### src/rtl/burst_addr_pkg.sv
package burst_addr_pkg;

    typedef enum logic [2:0] {
        SEQ_INCR   = 3'b000,
        SEQ_WRAP   = 3'b001,
        SEQ_XOR    = 3'b010,
        SEQ_STREAM = 3'b011
    } seq_kind_e;

    typedef enum logic {
        ST_IDLE = 1'b0,
        ST_RUN  = 1'b1
    } bag_state_e;

endpackage

### src/rtl/burst_beat_track.sv
module burst_beat_track #(
    parameter int LEN_W = 8
) (
    input  logic             clk,
    input  logic             rst_n,
    input  logic             start_i,
    input  logic [LEN_W-1:0] len_i,
    input  logic             precise_i,
    input  logic             busy_i,
    input  logic             fire_i,
    input  logic             imp_last_i,
    output logic [LEN_W-1:0] beat_o,
    output logic             last_o
);

    logic [LEN_W-1:0] remain_q;
    logic [LEN_W-1:0] beat_q;
    logic             precise_q;

    always_ff @(posedge clk or negedge rst_n) begin
        if (!rst_n) begin
            remain_q  <= '0;
            beat_q    <= '0;
            precise_q <= 1'b0;
        end else if (start_i) begin
            remain_q  <= len_i;
            beat_q    <= '0;
            precise_q <= precise_i;
        end else if (fire_i) begin
            remain_q  <= remain_q - 1'b1;
            beat_q    <= beat_q + 1'b1;
        end
    end

    always_comb begin
        last_o = precise_q ? (remain_q == LEN_W'(1)) : imp_last_i;
        beat_o = beat_q;
    end

    // a running precise burst never has an exhausted count
    p_count_live_r8: assert property (@(posedge clk) disable iff (!rst_n)
        busy_i && precise_q |-> remain_q != '0);

endmodule

### src/rtl/burst_addr_next.sv
module burst_addr_next import burst_addr_pkg::*; #(
    parameter int ADDR_W = 16,
    parameter int LEN_W  = 8,
    parameter int SIZE_W = 2
) (
    input  seq_kind_e         kind_i,
    input  logic [ADDR_W-1:0] cur_i,
    input  logic [ADDR_W-1:0] base_i,
    input  logic [ADDR_W-1:0] win_mask_i,
    input  logic [LEN_W-1:0]  idx_mask_i,
    input  logic [LEN_W-1:0]  sidx_i,
    input  logic [LEN_W-1:0]  beat_nxt_i,
    input  logic [SIZE_W-1:0] size_i,
    output logic [ADDR_W-1:0] nxt_o
);

    logic [ADDR_W-1:0] step;
    logic [ADDR_W-1:0] xor_off;

    always_comb begin
        step    = ADDR_W'(1) << size_i;
        xor_off = ADDR_W'((sidx_i ^ beat_nxt_i) & idx_mask_i) << size_i;
        unique case (kind_i)
            SEQ_INCR:   nxt_o = cur_i + step;
            SEQ_WRAP:   nxt_o = base_i | ((cur_i + step) & win_mask_i);
            SEQ_XOR:    nxt_o = base_i | xor_off;
            SEQ_STREAM: nxt_o = cur_i;
            default:    nxt_o = cur_i;
        endcase
    end

endmodule

### src/rtl/burst_addr_gen.sv
module burst_addr_gen import burst_addr_pkg::*; #(
    parameter int ADDR_W = 16,
    parameter int LEN_W  = 8,
    parameter int SIZE_W = 2
) (
    input  logic              clk,
    input  logic              rst_n,
    input  logic              load_i,
    input  logic [ADDR_W-1:0] start_addr_i,
    input  logic [2:0]        seq_kind_i,
    input  logic [SIZE_W-1:0] size_log2_i,
    input  logic [LEN_W-1:0]  burst_len_i,
    input  logic              precise_i,
    input  logic              valid_i,
    input  logic              accept_i,
    input  logic              imp_last_i,
    output logic [ADDR_W-1:0] addr_o,
    output logic              busy_o,
    output logic              last_o,
    output logic              err_o
);

    localparam int PAD_W = ADDR_W - LEN_W;

    bag_state_e        state_q, state_d;
    seq_kind_e         kind_q;
    logic [SIZE_W-1:0] size_q;
    logic [ADDR_W-1:0] cur_q, base_q, win_mask_q;
    logic [LEN_W-1:0]  idx_mask_q, sidx_q;
    logic              err_q;

    logic              busy, fire, trk_last, final_acc, load_take, req_legal, len_pow2;
    logic [ADDR_W-1:0] ld_mask, nxt_addr;
    logic [LEN_W-1:0]  beat, ld_sidx;

    assign busy      = (state_q == ST_RUN);
    assign fire      = busy && valid_i && accept_i;
    assign final_acc = fire && trk_last;
    assign load_take = load_i && (!busy || final_acc);

    always_comb begin
        len_pow2  = (burst_len_i != '0) && ((burst_len_i & (burst_len_i - 1'b1)) == '0);
        req_legal = 1'b1;
        if (seq_kind_i > 3'b011)
            req_legal = 1'b0;
        if (precise_i && burst_len_i == '0)
            req_legal = 1'b0;
        if ((seq_kind_i == 3'b001 || seq_kind_i == 3'b010) && (!precise_i || !len_pow2))
            req_legal = 1'b0;
        ld_mask = ADDR_W'({{PAD_W{1'b0}}, burst_len_i} << size_log2_i) - 1'b1;
        ld_sidx = LEN_W'((start_addr_i & ld_mask) >> size_log2_i);
    end

    // next state: start, advance, finish, chain
    always_comb begin
        state_d = state_q;
        unique case (state_q)
            ST_IDLE: if (load_take && req_legal) state_d = ST_RUN;
            ST_RUN: begin
                if (load_take)      state_d = req_legal ? ST_RUN : ST_IDLE;
                else if (final_acc) state_d = ST_IDLE;
            end
            default: state_d = ST_IDLE;
        endcase
    end

    always_ff @(posedge clk or negedge rst_n) begin
        if (!rst_n) state_q <= ST_IDLE;
        else        state_q <= state_d;
    end

    always_ff @(posedge clk or negedge rst_n) begin
        if (!rst_n) begin
            kind_q     <= SEQ_INCR;
            size_q     <= '0;
            cur_q      <= '0;
            base_q     <= '0;
            win_mask_q <= '0;
            idx_mask_q <= '0;
            sidx_q     <= '0;
            err_q      <= 1'b0;
        end else if (load_take) begin
            err_q <= !req_legal;
            if (req_legal) begin
                kind_q     <= seq_kind_e'(seq_kind_i);
                size_q     <= size_log2_i;
                cur_q      <= start_addr_i;
                base_q     <= start_addr_i & ~ld_mask;
                win_mask_q <= ld_mask;
                idx_mask_q <= burst_len_i - 1'b1;
                sidx_q     <= ld_sidx;
            end
        end else if (fire && !trk_last) begin
            cur_q <= nxt_addr;
        end
    end

    burst_beat_track #(.LEN_W(LEN_W)) u_track (
        .clk        (clk),
        .rst_n      (rst_n),
        .start_i    (load_take && req_legal),
        .len_i      (burst_len_i),
        .precise_i  (precise_i),
        .busy_i     (busy),
        .fire_i     (fire),
        .imp_last_i (imp_last_i),
        .beat_o     (beat),
        .last_o     (trk_last)
    );

    burst_addr_next #(.ADDR_W(ADDR_W), .LEN_W(LEN_W), .SIZE_W(SIZE_W)) u_next (
        .kind_i     (kind_q),
        .cur_i      (cur_q),
        .base_i     (base_q),
        .win_mask_i (win_mask_q),
        .idx_mask_i (idx_mask_q),
        .sidx_i     (sidx_q),
        .beat_nxt_i (beat + 1'b1),
        .size_i     (size_q),
        .nxt_o      (nxt_addr)
    );

    assign addr_o = cur_q;
    assign busy_o = busy;
    assign last_o = busy && trk_last;
    assign err_o  = err_q;

    p_hold_r3: assert property (@(posedge clk) disable iff (!rst_n)
        busy_o && !(valid_i && accept_i) |=> busy_o && $stable(addr_o));

    p_fixed_r7: assert property (@(posedge clk) disable iff (!rst_n)
        busy_o && kind_q == SEQ_STREAM && fire && !last_o |=> addr_o == $past(addr_o));

    p_window_r5: assert property (@(posedge clk) disable iff (!rst_n)
        busy_o && kind_q == SEQ_WRAP |-> (addr_o & ~win_mask_q) == base_q);

    p_end_r8: assert property (@(posedge clk) disable iff (!rst_n)
        fire && last_o && !load_i |=> !busy_o);

    p_refused_r10: assert property (@(posedge clk) disable iff (!rst_n)
        err_o |-> !busy_o);

    p_chain_r11: assert property (@(posedge clk) disable iff (!rst_n)
        fire && last_o && load_i && req_legal |=> busy_o && addr_o == $past(start_addr_i));

endmodule

### config.mk
export PLATFORM = sky130hd
export DESIGN_NAME = burst_addr_gen
export DESIGN_NICKNAME = d
export VERILOG_FILES = /design/src/rtl/burst_addr_pkg.sv /design/src/rtl/burst_beat_track.sv /design/src/rtl/burst_addr_next.sv /design/src/rtl/burst_addr_gen.sv
export SDC_FILE = /design/constraint.sdc
export NUM_CORES = 1
export LEC_CHECK = 0
export BUFFER_PORTS_ARGS = -buffer_cell sky130_fd_sc_hd__buf_4
export CORE_ASPECT_RATIO = 1.2
export CORE_MARGIN = 2
export CORE_UTILIZATION = 32
export CTS_BUF_LIST = sky130_fd_sc_hd__clkbuf_16
export CTS_CLUSTER_DIAMETER = 30
export DETAILED_ROUTE_END_ITERATION = 10
export GPL_ROUTABILITY_DRIVEN = 0
export SLEW_MARGIN = 20
export SYNTH_ARGS = -nofsm -noshare
export SYNTH_HDL_FRONTEND = slang
export SYNTH_HIERARCHICAL = 1
export SYNTH_SLANG_ARGS = --single-unit
### constraint.sdc
create_clock -name clk -period 4.47 [get_ports clk]
set_clock_uncertainty 0.1 [all_clocks]
set_input_delay 0.2235 -clock clk [delete_from_list [all_inputs] [get_ports clk]]
set_output_delay 0.2235 -clock clk [all_outputs]
set_load 0.03 [all_outputs]
==> metrics <==
Post-CTS Resized 0; Critical Path Start Type register; CP Data Arrival Time 3.54 ns; largest area contributor in the netlist dfrtp_1; DRT iter0 DRCs 485; Crit. End Element register; total number of vias 5,416; initial antenna violation count 0; Slew Viols, Final 0; reg-to-reg slack, setup 1.11 ns; Final Critical Period 3.359 ns; Mean Syn Cell Area 8.520 um^2; GR Util All Layers 17.29%; P_leak 3.088 nW; Final Hold Fails 0; Synth area leaders dfrtp_1 (36%), o21ai_0 (7.1%), nand2_1 (6.9%); fmax 297.7 MHz; Post-synth EDFFs 0; Fin Setup TNS 0 ns; Root Buffer clkbuf_16; CTS tree done; worst path cell trace nor4_1, nand4_1, o21ai_0, nand3_1, a21boi_2, or4b_4, clkinv_8, nor2_1, or4_1, a21oi_1; post-CTS setup repair buffer count 0; grt ovf 0; cell area after synthesis 0.006177 mm^2; Area Growth Syn to Fin 14.04%; Max-slew headroom 39.23%; worst skew pair latency 0.35 ns; Vias/cell 5.341; Antenna Diode Count 0; unrepaired setup endpoints after global routing no; critical path's top delay family simple AND/OR/NAND/NOR gates; total power 3.979 mW; Die Area 0.02044 mm^2; Synth cell types 83; layout cells sized above 1 14.51%; WL/cell 16.76 um; critical path peak fanout 50; CTS clk-pin slew, worst paths 0.07 ns; NumNets Final 807; Post-CTS Hold Fix Bufs 3; Final setup viols 0; synthesized instance count 725; busiest grt layer met2; CP peak stage delay 0.53 ns; Synth Warn # 6; Syn Nets 779; status complete, no violations; Crit Path Class reg2reg; Pwr Density 564.9 mW/mm^2; number of fill cells 1,957; max_cap viols 0; final WL 16,990 um; I/O Pins 55; Clock Sinks 88; Async S/R FF share, synth 100.0%; M2 GR Usage 26.81%; Crit path required time 4.65 ns; Post-DRT Antenna Nets 0; worst path bufs/invs 1; Yosys top cell area share 35.65%; worst slew pin tran 0.9076 ns; Top FF cell, synth dfrtp_1; largest buffer count on any clock path 2; largest net degree at the start of global routing 79; htree depth 3; post-synthesis register bit count 88; final critical-path share of the clock period 75.15%; sequential share of the synthesized area 35.65%; initial core utilization 32.64%; DRC Markers 0; HP Class in2reg; Die Ht 156.2 um; vias in the first global route 5,124; Detailed Routing Iterations Pass 1 6; Rows 55; CP max stage cell or4b_4; input/output buffers 54; core area 0.01892 mm^2; met1 Use GR 24.44%; post-DP HPWL 12,330 um; met3 global-route usage 2.538%; Die W 130.8 um; first-pass GRT wire length 27,610 um; Max IR drop VDD 0.2113 mV; CTS Buf Count 9
## worst min-delay path, cell delays in order
cell and delay [ns]:
buf_4 0.09, nand3_1 0.06, nand2_1 0.06
## flip-flops by register name, indices dropped and copies added, names as in the netlist, 2 cells and up
register          count
addr_o               16
base_q               16
win_mask_q           16
idx_mask_q            8
sidx_q                8
u_track/beat_o        8
u_track/remain_q      8
kind_q                3
size_q                2
## worst paths after layout
kind	startpoint	endpoint	depth (start not counted)
min in group asynchronous	rst_n	u_track/remain_q[6]	2
worst min register to register	base_q[2]	base_q[2]	2
worst max register to register	u_track/remain_q[4]	u_track/beat_o[7]	10
max in group asynchronous	rst_n	win_mask_q[8]	3
worst max-delay path	u_track/remain_q[4]	u_track/beat_o[7]	10
worst min-delay path	start_addr_i[14]	base_q[14]	3
## per-stage QoR
stage / hold WS, ns / instances / utilization [%] / instance area, um^2 / setup WS, ns
final: 0.01551 / 1014 / 37.22 / 7044 / 1.111
after detailed placement: 0.2303 / 995 / 35.44 / 6706 / 0.9424
after global routing: 0.01427 / 1014 / 37.22 / 7044 / 0.6918
after CTS: 0.01023 / 1014 / 37.21 / 7042 / 1.132
after global placement: 0.2227 / 995 / 35.44 / 6706 / 0.9809
after floorplan: -0.1721 / 725 / - / 6177 / 0.9773
## logic make-up (layout without fill, tap and decap cells)
family / Yosys count / after routing / synth area share (%)
muxes: 40 / 40 / 6.765
and+or+nand+nor: 278 / 278 / 22.67
AOI/OAI and AO/OA: 191 / 191 / 19.91
DFF: 88 / 88 / 35.65
xor gates and xnor gates: 40 / 40 / 5.672
adders and majority gates: 18 / 18 / 3.767
buffers and inverters: 70 / 103 / 5.570
## cell type report
class	count	area (um^2)	area share, %
repair buffers	62	473.0	6.714
flip-flops and latches	88	2202	31.26
inverters	25	106.4	1.510
clock inverters	7	80.08	1.137
clock buffers	9	225.2	3.197
multi-input cells	567	3637	51.63
well taps	256	320.3	4.547
## per-layer routing
metal  wire length (um)  vias to the layer above  share of wire, %
met5                  0                        -                 0
met2               7757                      120                46
met4                378                        0               2.2
met3                651                       26               3.8
met1               8205                     2600                48
li1                   -                     2670                 -
## cells in the mapped netlist (all sizes together) (8+ instances only)
cell	instances
a211oi	9
a21o	9
a21oi	17
buf	27
clkbuf	18
dfrtp	88
ha	17
inv	24
mux2	11
mux2i	29
nand2	116
nand2b	8
nand3	38
nand4	9
nor2	44
nor4	8
o21ai	90
xnor2	13
xor2	27
## where the power goes
group	switching (mW)	total (mW)	internal (mW)
registers	0.369	1.48	1.12
logic	1.00	1.71	0.709
clock network	0.343	0.783	0.440
total	1.71	3.98	2.26
## layout by cell type (no fill, tap or decap), types with 6 or more instances in the layout
master / synthesis / routed
a211oi_1: 8 / 8
a21o_1: 9 / 9
a21oi_1: 16 / 16
a22oi_1: 6 / 6
a31oi_1: 6 / 6
buf_4: 4 / 59
clkbuf_16: 0 / 9
dfrtp_1: 88 / 88
ha_1: 17 / 17
inv_1: 24 / 24
mux2_2: 11 / 11
mux2i_1: 28 / 28
nand2_1: 114 / 114
nand2b_1: 8 / 8
nand3_1: 38 / 38
nand4_1: 8 / 8
nor2_1: 43 / 42
nor4_1: 8 / 8
o21ai_0: 88 / 88
o31ai_1: 7 / 7
or3_1: 6 / 6
xnor2_1: 13 / 13
xor2_1: 27 / 27
Power figures use the tool's default switching activity.
